### src/rtl/txdma_pkg.sv
package txdma_pkg;

  typedef enum logic [2:0] {
    S_IDLE, S_OWN, S_LEN, S_BYTE, S_SEND, S_STAT, S_REL, S_LINK
  } walk_state_t;

  localparam int OWN_BIT      = 31;
  localparam int CTRL_GO_BIT  = 0;
  localparam int CTRL_IRQ_BIT = 2;
  localparam logic [1:0] REG_CTRL = 2'd0;
  localparam logic [1:0] REG_PTR  = 2'd1;
  localparam logic [1:0] REG_BUSY = 2'd2;
  localparam logic [31:0] OFS_LEN  = 32'd8;
  localparam logic [31:0] OFS_LINK = 32'd12;
  localparam logic [15:0] DONE_CODE = 16'h0001;

  // status word written back after a frame has gone out
  function automatic logic [31:0] status_word(input logic [15:0] len);
    return {DONE_CODE, len};
  endfunction

  // true when a frame of this length can be carried
  function automatic logic frame_fits(input logic [15:0] len, input int cap);
    return 32'(len) <= 32'(cap);
  endfunction

  // byte address of frame byte idx inside a buffer
  function automatic logic [31:0] byte_addr(input logic [31:0] bufw, input logic [15:0] idx);
    return {1'b0, bufw[30:0]} + 32'(idx);
  endfunction

  // word 0 handed back to software
  function automatic logic [31:0] release_word(input logic [31:0] bufw);
    return {1'b0, bufw[30:0]};
  endfunction

endpackage

### src/rtl/txdma_regs.sv
module txdma_regs
  import txdma_pkg::*;
#(
  parameter int DW = 32
) (
  input  logic          clk,
  input  logic          rst_n,
  input  logic          reg_wr,
  input  logic [1:0]    reg_addr,
  input  logic [DW-1:0] reg_wdata,
  output logic [DW-1:0] reg_rdata,
  input  logic          busy,
  input  logic          ptr_load,
  input  logic [DW-1:0] ptr_next,
  output logic          start,
  output logic [DW-1:0] cur_ptr,
  output logic          irq_en
);

  logic [DW-1:0] ctrl_q;
  logic [DW-1:0] ptr_q;
  logic          wr_ctrl, wr_ptr;

  assign wr_ctrl = reg_wr && (reg_addr == REG_CTRL);
  assign wr_ptr  = reg_wr && (reg_addr == REG_PTR);

  always_ff @(posedge clk) begin
    if (!rst_n) begin
      ctrl_q <= '0;
      ptr_q  <= '1;
    end else begin
      if (wr_ctrl) ctrl_q <= reg_wdata;
      if (ptr_load)             ptr_q <= ptr_next;
      else if (wr_ptr && !busy) ptr_q <= reg_wdata;
    end
  end

  assign start   = wr_ctrl && reg_wdata[CTRL_GO_BIT] && !busy;
  assign cur_ptr = ptr_q;
  assign irq_en  = ctrl_q[CTRL_IRQ_BIT];

  always_comb begin
    case (reg_addr)
      REG_CTRL: reg_rdata = ctrl_q;
      REG_PTR:  reg_rdata = ptr_q;
      REG_BUSY: reg_rdata = {{(DW-1){1'b0}}, busy};
      default:  reg_rdata = '0;
    endcase
  end

  // a pass in progress freezes the pointer unless the engine itself loads it
  p_ptr_frozen_r11: assert property (@(posedge clk) disable iff (!rst_n)
    busy && !ptr_load |=> ptr_q == $past(ptr_q));

  // a start is only ever taken while the engine is idle
  p_start_idle_r2: assert property (@(posedge clk) disable iff (!rst_n)
    start |=> busy);

endmodule

### src/rtl/txdma_walker.sv
module txdma_walker
  import txdma_pkg::*;
#(
  parameter int BUF_BYTES = 1536,
  parameter int DW        = 32
) (
  input  logic          clk,
  input  logic          rst_n,
  input  logic          start,
  input  logic [DW-1:0] cur_ptr,
  input  logic          irq_en,
  output logic          busy,
  output logic          ptr_load,
  output logic [DW-1:0] ptr_next,
  output logic          mem_req,
  output logic          mem_we,
  output logic          mem_byte,
  output logic [DW-1:0] mem_addr,
  output logic [DW-1:0] mem_wdata,
  input  logic          mem_ack,
  input  logic [DW-1:0] mem_rdata,
  output logic          tx_valid,
  output logic [7:0]    tx_data,
  output logic          tx_last,
  input  logic          tx_ready,
  output logic          irq
);

  walk_state_t   state;
  logic [DW-1:0] desc_q;
  logic [DW-1:0] buf_q;
  logic [15:0]   len_q;
  logic [15:0]   idx_q;
  logic [7:0]    byte_q;
  logic          irq_q;
  logic          last_byte;
  logic          tx_fire;
  logic [15:0]   len_rd;

  assign len_rd    = mem_rdata[15:0];
  assign last_byte = (idx_q == len_q - 16'd1);
  assign tx_fire   = tx_valid && tx_ready;

  always_ff @(posedge clk) begin
    if (!rst_n) begin
      state  <= S_IDLE;
      desc_q <= '0;
      buf_q  <= '0;
      len_q  <= '0;
      idx_q  <= '0;
      byte_q <= '0;
      irq_q  <= 1'b0;
    end else begin
      irq_q <= ptr_load && irq_en;
      case (state)
        S_IDLE: if (start) begin
          desc_q <= cur_ptr;
          state  <= S_OWN;
        end
        S_OWN: if (mem_ack) begin
          buf_q <= mem_rdata;
          state <= mem_rdata[OWN_BIT] ? S_LEN : S_IDLE;
        end
        S_LEN: if (mem_ack) begin
          len_q <= len_rd;
          idx_q <= '0;
          if (!frame_fits(len_rd, BUF_BYTES)) state <= S_IDLE;
          else if (len_rd == 16'd0)           state <= S_STAT;
          else                                state <= S_BYTE;
        end
        S_BYTE: if (mem_ack) begin
          byte_q <= mem_rdata[7:0];
          state  <= S_SEND;
        end
        S_SEND: if (tx_ready) begin
          idx_q <= idx_q + 16'd1;
          state <= last_byte ? S_STAT : S_BYTE;
        end
        S_STAT: if (mem_ack) state <= S_REL;
        S_REL:  if (mem_ack) state <= S_LINK;
        S_LINK: if (mem_ack) state <= S_IDLE;
        default: state <= S_IDLE;
      endcase
    end
  end

  always_comb begin
    mem_req   = 1'b1;
    mem_we    = 1'b0;
    mem_byte  = 1'b0;
    mem_addr  = desc_q;
    mem_wdata = '0;
    case (state)
      S_OWN:  mem_addr = desc_q;
      S_LEN:  mem_addr = desc_q + OFS_LEN;
      S_BYTE: begin
        mem_byte = 1'b1;
        mem_addr = byte_addr(buf_q, idx_q);
      end
      S_STAT: begin
        mem_we    = 1'b1;
        mem_addr  = desc_q + OFS_LEN;
        mem_wdata = status_word(len_q);
      end
      S_REL: begin
        mem_we    = 1'b1;
        mem_addr  = desc_q;
        mem_wdata = release_word(buf_q);
      end
      S_LINK: mem_addr = desc_q + OFS_LINK;
      default: mem_req = 1'b0;
    endcase
  end

  assign busy     = (state != S_IDLE);
  assign ptr_load = (state == S_LINK) && mem_ack;
  assign ptr_next = mem_rdata;
  assign tx_valid = (state == S_SEND);
  assign tx_data  = byte_q;
  assign tx_last  = tx_valid && last_byte;
  assign irq      = irq_q;

  // a memory request holds its address and kind until acknowledged
  p_mem_hold_r5: assert property (@(posedge clk) disable iff (!rst_n)
    mem_req && !mem_ack |=> mem_req && $stable(mem_addr) && $stable(mem_we));

  // an offered byte waits unchanged for the consumer
  p_tx_hold_r5: assert property (@(posedge clk) disable iff (!rst_n)
    tx_valid && !tx_ready |=> tx_valid && $stable(tx_data) && $stable(tx_last));

  // interrupt lasts one cycle
  p_irq_pulse_r10: assert property (@(posedge clk) disable iff (!rst_n)
    irq |=> !irq);

  // interrupt only follows a link load with the enable set
  p_irq_gate_r10: assert property (@(posedge clk) disable iff (!rst_n)
    irq |-> $past(ptr_load) && $past(irq_en));

  // memory is written only for a descriptor found owned
  p_write_owned_r3: assert property (@(posedge clk) disable iff (!rst_n)
    mem_req && mem_we |-> buf_q[OWN_BIT]);

  // no byte leaves for a frame above capacity
  p_len_cap_r4: assert property (@(posedge clk) disable iff (!rst_n)
    tx_fire |-> frame_fits(len_q, BUF_BYTES));

  // link load closes the pass
  p_link_ends_r9: assert property (@(posedge clk) disable iff (!rst_n)
    ptr_load |=> !busy);

endmodule

### src/rtl/txdesc_dma.sv
module txdesc_dma
  import txdma_pkg::*;
#(
  parameter int BUF_BYTES = 1536
) (
  input  logic        clk,
  input  logic        rst_n,
  input  logic        reg_wr,
  input  logic [1:0]  reg_addr,
  input  logic [31:0] reg_wdata,
  output logic [31:0] reg_rdata,
  output logic        mem_req,
  output logic        mem_we,
  output logic        mem_byte,
  output logic [31:0] mem_addr,
  output logic [31:0] mem_wdata,
  input  logic        mem_ack,
  input  logic [31:0] mem_rdata,
  output logic        tx_valid,
  output logic [7:0]  tx_data,
  output logic        tx_last,
  input  logic        tx_ready,
  output logic        irq
);

  localparam int DW = 32;

  logic          busy, ptr_load, start, irq_en;
  logic [DW-1:0] ptr_next, cur_ptr;

  txdma_regs #(.DW(DW)) u_regs (
    .clk       (clk),
    .rst_n     (rst_n),
    .reg_wr    (reg_wr),
    .reg_addr  (reg_addr),
    .reg_wdata (reg_wdata),
    .reg_rdata (reg_rdata),
    .busy      (busy),
    .ptr_load  (ptr_load),
    .ptr_next  (ptr_next),
    .start     (start),
    .cur_ptr   (cur_ptr),
    .irq_en    (irq_en)
  );

  txdma_walker #(.BUF_BYTES(BUF_BYTES), .DW(DW)) u_walker (
    .clk       (clk),
    .rst_n     (rst_n),
    .start     (start),
    .cur_ptr   (cur_ptr),
    .irq_en    (irq_en),
    .busy      (busy),
    .ptr_load  (ptr_load),
    .ptr_next  (ptr_next),
    .mem_req   (mem_req),
    .mem_we    (mem_we),
    .mem_byte  (mem_byte),
    .mem_addr  (mem_addr),
    .mem_wdata (mem_wdata),
    .mem_ack   (mem_ack),
    .mem_rdata (mem_rdata),
    .tx_valid  (tx_valid),
    .tx_data   (tx_data),
    .tx_last   (tx_last),
    .tx_ready  (tx_ready),
    .irq       (irq)
  );

  // nothing is requested or offered while reset is applied
  p_reset_quiet_r1: assert property (@(posedge clk)
    !rst_n |=> !mem_req && !tx_valid && !irq);

endmodule

### config.mk
export PLATFORM = sky130hd
export DESIGN_NAME = txdesc_dma
export DESIGN_NICKNAME = d
export VERILOG_FILES = /design/src/rtl/txdma_pkg.sv /design/src/rtl/txdma_regs.sv /design/src/rtl/txdma_walker.sv /design/src/rtl/txdesc_dma.sv
export SDC_FILE = /design/constraint.sdc
export NUM_CORES = 1
export LEC_CHECK = 0
export BUFFER_PORTS_ARGS = -buffer_cell sky130_fd_sc_hd__buf_4
export CAP_MARGIN = 40
export CORE_MARGIN = 2
export CORE_UTILIZATION = 44
export DETAILED_ROUTE_END_ITERATION = 10
export PLACE_DENSITY = 0.73
export SLEW_MARGIN = 10
export SYNTH_ARGS = -nofsm -noshare
export SYNTH_HDL_FRONTEND = slang
export SYNTH_SLANG_ARGS = --single-unit
### constraint.sdc
create_clock -name clk -period 2.9 [get_ports clk]
set_input_delay 0.29 -clock clk [delete_from_list [all_inputs] [get_ports clk]]
set_output_delay 0.29 -clock clk [all_outputs]
set_load 0.01 [all_outputs]
# == Word-level counts from Yosys, hierarchy flattened ==
# Cells that the tools add are included.
# Widths: inputs -> output; s select.
# word_totals
register_bits,171
out_inout_bits,110
elab_cells,81
# classes
n_addsub,5
n_lt_le_gt_ge,1
eq_ne,18
mux,24
reduce_logical,24
# op_table
cell,n
$pmux 32 s3,2
$add 32x4->32 const B,2
$mux 32,2
$pmux 31 s2,1
$mux 3,11
$add 31x16->32,1
$mux 16,2
$pmux 16 s2,1
$pmux 3 s8,1
$add 16x1->16 const B,1
$eq 16x16->1,1
$le 16x11->1 const B,1
$logic_not 16->1,1
$ne 2x2->1 const B,8
$sub 16x1->16 const B,1
$eq 3x3->1 const B,4
$logic_and 1x1->1,8
$reduce_and 2->1,4
$reduce_and 8->1,1
$eq 3x2->1 const B,2
$reduce_or 6->1,1
$reduce_bool 2->1,2
$reduce_or 2->1,2
$eq 3x1->1 const B,1
9 further kinds,11

# == Depth between registers and ports, before layout ==
# Gate-level depths: netlist of the first run.
# logic_depth
word_depth,6
depth_mapped,12
ltp_nobuf,9

# == By module ==
# Synthesis of the first run repeated with hierarchy kept, for this count alone.
# hier_totals
hier_cells,1666
hier_area_um2,12426.9
# by_module_without_submodules
mod,instances,cells_each,area_per_inst_um2,seq_area_each_um2
txdma_walker,1,1262,8593.2,2142.1
txdma_regs,1,404,3833.7,1281.2

# == Worst setup path before layout of the first run ==
# No wires, ideal clock.
# synth_path
kind,register to output
startpoint,register u_walker.desc_q[3]
endpoint,output mem_addr[15]
t_arrival_ns,2.745
t_required_ns,2.610
path_slack_ns,-0.135
path_stages_with_launch,13
cell_sequence,dfxtp_1 clkbuf_1 inv_1 ha_1 a21o_1 or3b_2 clkbuf_1 or2_2 clkbuf_1 a21boi_0 mux2i_1 a2111oi_0 o311ai_0
# synth_between
elab_chain_len,2
# synth_rtl
item,line_no,text
from (decl),txdma_walker.sv:30,logic [DW-1:0] desc_q;
from (signal assigned),txdma_walker.sv:57,desc_q <= cur_ptr;
$add 32x4->32 (on tied branches),"txdma_walker.sv:110, txdma_walker.sv:95, txdma_walker.sv:102",
$pmux 32 s3 (*),txdma_walker.sv:93,case (state)
to (decl),txdesc_dma.sv:15,"output logic [31:0] mem_addr,"
# Every way passes the cells marked *; elsewhere a longest branch is shown, timed or not.

# == Worst setup path in the final report of the first run ==
# layout_path
startpoint,register u_walker.len_q[1]
endpoint,output tx_last
# layout_between
elab_chain_len,3
# layout_rtl
item,line_no,text
from (decl),txdma_walker.sv:32,logic [15:0] len_q;
from (signal assigned),txdma_walker.sv:65,len_q <= len_rd;
$sub 16x1->16,txdma_walker.sv:41,assign last_byte = (idx_q == len_q - 16'd1);
$eq 16x16->1,txdma_walker.sv:41,
$logic_and 1x1->1,txdma_walker.sv:120,assign tx_last = tx_valid && last_byte;
to (decl),txdesc_dma.sv:21,"output logic tx_last,"
# Every way passes these cells.

==> results of run 1 <==
==> power breakdown <==
part / switching (W) / total, W / internal (W)
Clock: 0.00111 / 0.00225 / 0.00114
Sequential: 0.0000737 / 0.00248 / 0.00241
Combinational: 0.000404 / 0.000737 / 0.000333
Total: 0.00158 / 0.00547 / 0.00389
==> how the worst max path moves through the flow <==
| stage | startpoint | endpoint | slack [ns] | cells past startpoint |
|---|---|---|---|---|
| floorplan | u_walker.desc_q[3] | mem_addr[15] | 0.00001 | 12 |
| global placement | u_walker.len_q[0] | tx_last | -0.15 | 9 |
| detailed placement | u_walker.len_q[0] | tx_last | -0.21 | 10 |
| CTS | u_walker.len_q[1] | tx_last | -0.50 | 10 |
| global route | u_walker.len_q[1] | tx_last | -0.55 | 12 |
| finish | u_walker.len_q[1] | tx_last | -0.43 | 12 |
==> kinds of logic (layout without fill, tap and decap cells) <==
logic type / after synthesis / count (layout) / synth area share
other: 1 / 1 / 0.000325
and+or+nand+nor: 781 / 781 / 0.303
muxes: 44 / 44 / 0.0383
AOI/OAI and AO/OA: 416 / 416 / 0.249
adders and majority gates: 22 / 22 / 0.0245
buffers and inverters: 149 / 392 / 0.0499
DFF: 171 / 171 / 0.297
xor gates and xnor gates: 50 / 50 / 0.0380
==> layer usage <==
layer / up-vias / wire length [um] / share of wire / global-route usage
li1: 6187 / - / - / -
met1: 6226 / 19300 / 0.44 / 0.441
met2: 687 / 19200 / 0.44 / 0.456
met3: 92 / 3860 / 0.088 / 0.0446
met4: 0 / 1300 / 0.030 / 0.0987
met5: - / 0 / 0 / 0
==> area by class of cell <==
class / count / share of cell area
Inverter: 14 / 0.00356
Timing Repair Buffer: 346 / 0.175
Sequential cell: 171 / 0.224
Clock inverter: 15 / 0.00979
Clock buffer: 17 / 0.0275
Tap cell: 335 / 0.0271
Multi-Input combinational cell: 1314 / 0.533
==> per-stage QoR <==
step	util	setup TNS (ns)	area [um^2]	worst slack [ns]	hold slack, ns
final	0.597	-4.69	15500	-0.427	0.0928
after global routing	0.597	-6.83	15500	-0.550	0.0929
after CTS	0.585	-4.98	15200	-0.496	0.0896
after detailed placement	0.536	-0.375	13900	-0.206	0.443
after global placement	0.536	-0.147	13900	-0.147	0.429
after floorplan	-	0	11500	0.0000115	0.422
==> synthesized netlist by cell type (9+ instances only) <==
library cell  count  area, um^2
xor2_1           22         193
buf_1            15        56.3
clkbuf_1        114         428
nor3b_1          10        75.1
nand2b_1          9        56.3
inv_1            13        48.8
and3_1           12        75.1
and2_1           23         144
a21oi_1          56         280
nor3_1           36         180
nor2_1          111         417
or3_1            11        68.8
mux2i_1          43         430
o21ai_0          88         440
ha_1             21         263
a211oi_1          9        67.6
xnor2_1          28         245
o211ai_1         16         120
a21o_1           11        82.6
o31ai_1          12        90.1
nand3_1          70         350
a22o_1           16         140
nand2_1         428        1610
nand4_1          14        87.6
dfxtp_1         171        3420
a21boi_0        123         923
o221ai_1         10        87.6
a31oi_1          14        87.6
nor4_1           15        93.8
==> tightest hold or removal path, stage by stage <==
cell and delay (ns):
buf_4 0.11, nand2_1 0.04, a21boi_0 0.06
==> registers in the layout, summed over array words and instances, names as in the netlist <==
signal and cells:
u_walker.desc_q 32, u_walker.state 3, u_walker.tx_data 8, u_walker.buf_q 31
u_walker.irq 1, u_regs.cur_ptr 32, u_walker.len_q 16, u_walker.idx_q 16
u_regs.ctrl_q 32
==> repair_timing <==
item                       4_1_cts  5_1_grt
buffers inserted                17        8
gates resized for setup        130       57
setup endpoints to repair       26       30
pin swaps                       60       44
gates cloned                     1        0
==> results.yml, run 1 <==
power:
  ir_worst_vdd_mv: 0.278
  power_w: 0.00547
  powerDensity_mw_per_mm2: 354
  p_leak_nw: 6.13
worst_setup_path:
  crit_chain: "inv_2 > ha_4 > buf_4 > buf_4 > nor3b_1 > and4_1 > a211oi_1 > o31a_1 > a2111oi_4 > buf_4 > and2_4 > buf_6"
  start_kind: "flop"
  crit_top_cell: "buf_4"
  worstSetupPathType: "flop to primary output"
  critPathBufInv: 5
  cp_top_family: "simple AND/OR/NAND/NOR gates"
  rr_endpoint: "u_walker.state[2]"
  r2r-start: "u_walker.len_q[1]"
  cp_max_fo: 3
  required_ns: 2.61
  slowest_stage: "nor3b_1"
  crit_path_max_incr_delay_ns: 0.46
  reg2reg_slack_ns: 0.12
  end_kind: "primary output"
  reg2reg_depth: 13
  worstPathArrival_ns: 3.04
placed_design:
  portBuffers: 179
  gp_congestion: 0.967
  place_inst: 2156
  hpwl_um: 31900
timing:
  slew_headroom: 0.509
  worst_slack_ns: -0.427
  post-route-period-util: 1.15
  slew_violations: 0
  fin_crit_ns: 3.33
  rsz0062_at_grt: "true"
  setup_viol: 21
  max_freq_ghz: 0.301
  hold_viol_final: 0
  clock_skew_ns: 0.0243
  worst_pin_slew_ns: 0.737
clocking:
  clock_path_buffers: 2
  clock-sinks: 171
  cts_tree: "done"
  worstSkewPairLatency_ns: 0.45
  holdBufCountCts: 0
  cts_buffers: 17
  htreeDepth: 4
  cts.reportedPaths.clkPinSlew_ns: 0.08
  cts_root_buf: "clkbuf_16"
floorplanning:
  num_rows: 59
  die_h_um: 166
  core_mm2: 0.0259
  die_area_mm2: 0.0275
  start_util: 0.445
  ios: 181
  die_w_um: 166
synthesis:
  syn_nets: 1727
  yosysUniqueCellTypes: 73
  synthCells: 1634
  synth.avg_cell_area_um2: 7.05
  async_reset_ff_frac: 0
  yosysWarningCount: 0
  synthFlopType: "dfxtp_1"
  synth_seq_cells: 171
  syn_area_mm2: 0.0115
  synth_enable_flop_cells: 0
  ys_seq_area_frac: 0.297
detailed_routing:
  routedWlPerCell_um: 19.7
  dr.first_iter.drc_count: 1595
  ant_nets: 0
  drt_wl_total_um: 43700
  drc_errors: 0
  vias: 13200
  avgViaCountPerCell: 5.96
  dr.pass1.iters: 6
global_routing:
  grt_use_total: 0.302
  gr-total-overflow: 0
  grt_max_degree: 66
  grt_pass1_wl_um: 67200
  antenna_found_initial: 0
  grt_pass1_vias: 11900
worst_hold_path:
  hold_start: "reg_wdata[22]"
  hold_depth: 3
  whs_endpoint: "u_regs.ctrl_q[22]"
  min_path_type: "input port to flop"
cells_and_area:
  fin_nets: 1957
  layout-drive-gt1-share: 0.274
  nFillCells: 2315
  most-common-layout-cells: "427 x nand2_1, 327 x buf_4, 150 x dfxtp_1"
  multi_input_area_mm2: 0.00825
  area_delta_synth_final_pct: 34.2
  n_antenna_cell: 0
  regArea_mm2: 0.00347
  stdcell_count: 2212
  mostFrequentLayoutCell: "nand2_1"
run_status:
  status: "complete, but fails checks"
  violations: "setup timing"
job:
  max_cap_violations: 0
Power figures use the tool's default switching activity.
==> run 2, diff against run 1 <==
- RECOVER_POWER: default -> 50
==> results.yml, run 2 (synthesis gave the netlist of run 1 again) <==
detailed_routing:
  drt_wl_total_um: 43600
  avgViaCountPerCell: 5.95
  drc_errors: 0
  vias: 13200
  ant_nets: 0
  dr.first_iter.drc_count: 1633
  dr.pass1.iters: 6
  routedWlPerCell_um: 19.7
cells_and_area:
  nFillCells: 2370
  mostFrequentLayoutCell: "nand2_1"
  n_antenna_cell: 0
  area_delta_synth_final_pct: 32.7
  layout-drive-gt1-share: 0.250
  fin_nets: 1957
  stdcell_count: 2212
  regArea_mm2: 0.00347
  most-common-layout-cells: "427 x nand2_1, 281 x buf_4, 151 x dfxtp_1"
  multi_input_area_mm2: 0.00824
global_routing:
  grt_max_degree: 66
  grt_use_total: 0.302
  antenna_found_initial: 0
  grt_pass1_vias: 11900
  gr-total-overflow: 0
  grt_pass1_wl_um: 67200
timing:
  worst_slack_ns: -0.422
  timing.hold.ws_ns: 0.0940
  clock_skew_ns: 0.0226
  slew_violations: 0
  post-route-period-util: 1.15
  rsz0062_at_grt: "true"
  setup_tns_ns: -5.40
  worst_pin_slew_ns: 1.19
  fin_crit_ns: 3.32
  max_freq_ghz: 0.301
  setup_viol: 27
  hold_viol_final: 0
  slew_headroom: 0.204
clocking:
  htreeDepth: 4
  cts_buffers: 17
  worstSkewPairLatency_ns: 0.45
  cts.reportedPaths.clkPinSlew_ns: 0.08
  clock_path_buffers: 2
  cts_tree: "done"
  clock-sinks: 171
  cts_root_buf: "clkbuf_16"
worst_setup_path:
  required_ns: 2.61
  end_kind: "primary output"
  slowest_stage: "or4_4"
  cp_max_fo: 2
  crit_top_cell: "a2111oi_4"
  reg2reg_slack_ns: 0.12
  crit_chain: "inv_2 > ha_4 > or3b_4 > or4_4 > a2111oi_4 > nand4_1 > a2111oi_4 > buf_4 > and2_4 > buf_6"
  crit_path_max_incr_delay_ns: 0.53
  worstPathArrival_ns: 3.03
  worstSetupPathType: "flop to primary output"
  start_kind: "flop"
placed_design:
  hpwl_um: 31900
  place_inst: 2156
  gp_congestion: 0.967
  portBuffers: 179
floorplanning:
  num_rows: 59
  core_mm2: 0.0259
  die_h_um: 166
  die_area_mm2: 0.0275
  ios: 181
  start_util: 0.445
  die_w_um: 166
power:
  powerDensity_mw_per_mm2: 355
  p_leak_nw: 5.95
  ir_worst_vdd_mv: 0.275
worst_hold_path:
  min_path_type: "input port to flop"
run_status:
  status: "complete, but fails checks"
  violations: "setup timing"
job:
  max_cap_violations: 0
==> run 2: changes by cell type in the layout (fill, tap and decap cells not counted) <==
cell,change
and2_0,+1
and2_1,-1
buf_4,-46
clkbuf_1,+42
clkbuf_2,+4
dfxtp_1,+1
dfxtp_2,-1
nor3_1,+1
nor3_2,-1
nor3b_1,+1
nor3b_2,-1
or3b_1,+1
or3b_2,-1
==> run 2: power by group <==
group | internal, W | switching [W] | leakage, nW
registers | 0.00241 | 0.0000730 | 1.40
logic | 0.000310 | 0.000404 | 4.27
clock network | 0.00114 | 0.00109 | 0.277
==> run 2: area by class of cell <==
cell class	instances	area share
clock buffer	17	0.0278
clock inverter	15	0.00990
inverter	14	0.00360
multi-input combinational	1314	0.539
sequential	171	0.227
tap	335	0.0274
timing repair buffer	346	0.166
==> run 2: critical path: cells and delay by family (launching register included) <==
kind / cells / cell delay [ns]
fa+ha+maj: 1 / 0.13
flops: 1 / 0.33
compound gates: 2 / 0.53
buf+inv: 3 / 0.35
simple gates: 4 / 1.25
==> run 2: timing repair <==
item / CTS / global route
hold buffers: 0 / 0
cloned: 1 / 0
pin swaps: 60 / 44
buffers inserted: 17 / 8
resized for setup: 130 / 57
setup endpoints to repair: 26 / 30
==> run 2: final timing paths <==
kind / start / endpoint / cells past startpoint
hold / removal: reg_wdata[22] / u_regs.ctrl_q[22] / 3
hold reg to reg: u_regs.ctrl_q[2] / u_walker.irq / 2
setup / recovery: u_walker.len_q[1] / tx_last / 10
setup reg to reg: u_walker.len_q[1] / u_walker.state[2] / 11
==> run 2: metal layers <==
layer  track usage  vias up  wire [um]
li1              -     6195          -
met4        0.0987        0       1280
met3        0.0446       95       3970
met1         0.441     6180      19100
met2         0.456      696      19200
met5             0        -          0
==> run 2: stage by stage <==
step	total power, W	worst slack [ns]	utilization	cell area (um^2)
after floorplan	0.00288	0.0000115	-	11500
after global placement	0.00322	-0.147	0.536	13900
after detailed placement	0.00323	-0.206	0.536	13900
after CTS	0.00546	-0.496	0.585	15200
after global routing	0.00563	-0.550	0.590	15300
final	0.00543	-0.422	0.590	15300
==> run 3, diff against run 2 <==
- PLACE_DENSITY: 0.73 -> 0.7
- clock period: 2.9 -> 3.6 ns (I/O delays scaled with it)
==> results.yml, run 3 (synthesis gave the netlist of run 1 again) <==
cells_and_area:
  layout-drive-gt1-share: 0.161
  nFillCells: 2553
  fin_nets: 1863
  final_area_mm2: 0.0139
  stdcell_count: 2118
  mostFrequentLayoutCell: "nand2_1"
  n_antenna_cell: 0
  area_delta_synth_final_pct: 20.5
  most-common-layout-cells: "428 x nand2_1, 206 x buf_4, 162 x dfxtp_1"
clocking:
  worstSkewPairLatency_ns: 0.45
  clock_path_buffers: 2
  cts.reportedPaths.clkPinSlew_ns: 0.08
  cts_buffers: 17
  htreeDepth: 4
  cts_tree: "done"
  clock-sinks: 171
  cts_root_buf: "clkbuf_16"
  holdBufCountCts: 0
placed_design:
  placed_area_mm2: 0.0133
  place_inst: 2077
  gp_congestion: 0.941
  post-place-ws_ns: 0.118
  portBuffers: 179
  hpwl_um: 30800
power:
  p_leak_nw: 5.35
  powerDensity_mw_per_mm2: 319
  power_w: 0.00443
  ir_worst_vdd_mv: 0.234
timing:
  setup_viol: 0
  slew_headroom: 0.213
  clock_skew_ns: 0.0279
  max_freq_ghz: 0.281
  post-route-period-util: 0.988
  slew_violations: 0
  fin_crit_ns: 3.56
  worst_slack_ns: 0.0421
  worst_pin_slew_ns: 1.18
  hold_viol_final: 0
worst_hold_path:
  min_path_type: "input port to flop"
  hold_start: "mem_rdata[23]"
worst_setup_path:
  crit_path_max_incr_delay_ns: 0.69
  cp_max_fo: 9
  end_kind: "primary output"
  startpoint: "u_walker.state[2]"
  crit_chain: "nand2b_1 > o21ai_0 > a22oi_1 > o311ai_0 > buf_4"
  start_kind: "flop"
  r2r-start: "u_walker.state[1]"
  worstSetupPathType: "flop to primary output"
  slowest_stage: "o21ai_0"
  required_ns: 3.24
  worstPathArrival_ns: 3.20
detailed_routing:
  dr.pass1.iters: 6
  ant_nets: 0
  drt_wl_total_um: 41400
  dr.first_iter.drc_count: 1507
  avgViaCountPerCell: 5.94
  drc_errors: 0
  routedWlPerCell_um: 19.5
  vias: 12600
floorplanning:
  die_h_um: 166
  die_area_mm2: 0.0275
  core_mm2: 0.0259
  start_util: 0.445
  ios: 181
  num_rows: 59
  die_w_um: 166
job:
  max_cap_violations: 0
global_routing:
  gr-total-overflow: 0
  grt_pass1_vias: 11000
  grt_pass1_wl_um: 63600
  grt_use_total: 0.288
  grt_max_degree: 73
  antenna_found_initial: 0
run_status:
  status: "complete, no violations"
[run 3: cell types whose count changed in the layout (fill, tap and decap cells not counted), sizes merged]
cell	previous run	this run
buf	300	206
clkinvlp	2	0
clkbuf	63	64
bufinv	0	1
[run 3: layout make-up]
cell class                 instances  area [um^2]  share of cell area
clock inverter                    14          174              0.0125
tap                              335          419              0.0302
inverter                          14         52.6             0.00378
clock buffer                      18          439              0.0316
sequential                       171         3440               0.248
multi-input combinational       1314         7640               0.550
timing repair buffer             252         1720               0.124
[run 3: power by group]
part	internal (W)	total (W)	switching, W
clock	0.00102	0.00190	0.000882
sequential	0.00194	0.00201	0.0000678
combinational	0.000225	0.000524	0.000300
total	0.00318	0.00443	0.00125
[run 3: what timing repair did]
action / in CTS / in global routing
setup buffers: 0 / 9
gates resized for setup: 9 / 27
endpoints found under the setup margin: 4 / 11
pin swaps: 3 / 12
[run 3: path summary, 6_finish.rpt]
path                                      endpoint  slack (ns)  cells after the start
worst min register to register   u_regs.ctrl_q[29]        0.47                      2
worst max register to register  u_regs.cur_ptr[14]        0.60                      9
worst min-delay path            u_regs.cur_ptr[23]        0.17                      3
worst max-delay path                  mem_addr[16]        0.04                      5
[run 3: layer usage]
layer | track usage | wire (um) | up-vias | share of wire
met5 | 0 | 0 | - | 0
met4 | 0.0730 | 779 | 0 | 0.019
met3 | 0.0453 | 3800 | 65 | 0.092
met2 | 0.424 | 17800 | 620 | 0.43
met1 | 0.437 | 19000 | 5903 | 0.46
li1 | - | - | 5995 | -
[run 3: metrics by stage]
step / utilization / hold slack [ns] / setup TNS [ns]
CTS: 0.537 / 0.165 / 0
detailed placement: 0.512 / 0.443 / 0
global placement: 0.512 / 0.431 / 0
global route: 0.536 / 0.159 / -0.00174
floorplan: - / 0.422 / 0
finish: 0.536 / 0.173 / 0
[run 3: critical path, delay by kind of cell, from the launching register on]
kind,cells,cell delay (ns)
AND/OR/NAND/NOR,1,0.41
buffers and inverters,1,0.24
AO/OA/AOI/OAI,3,1.71
flip-flops,1,0.38
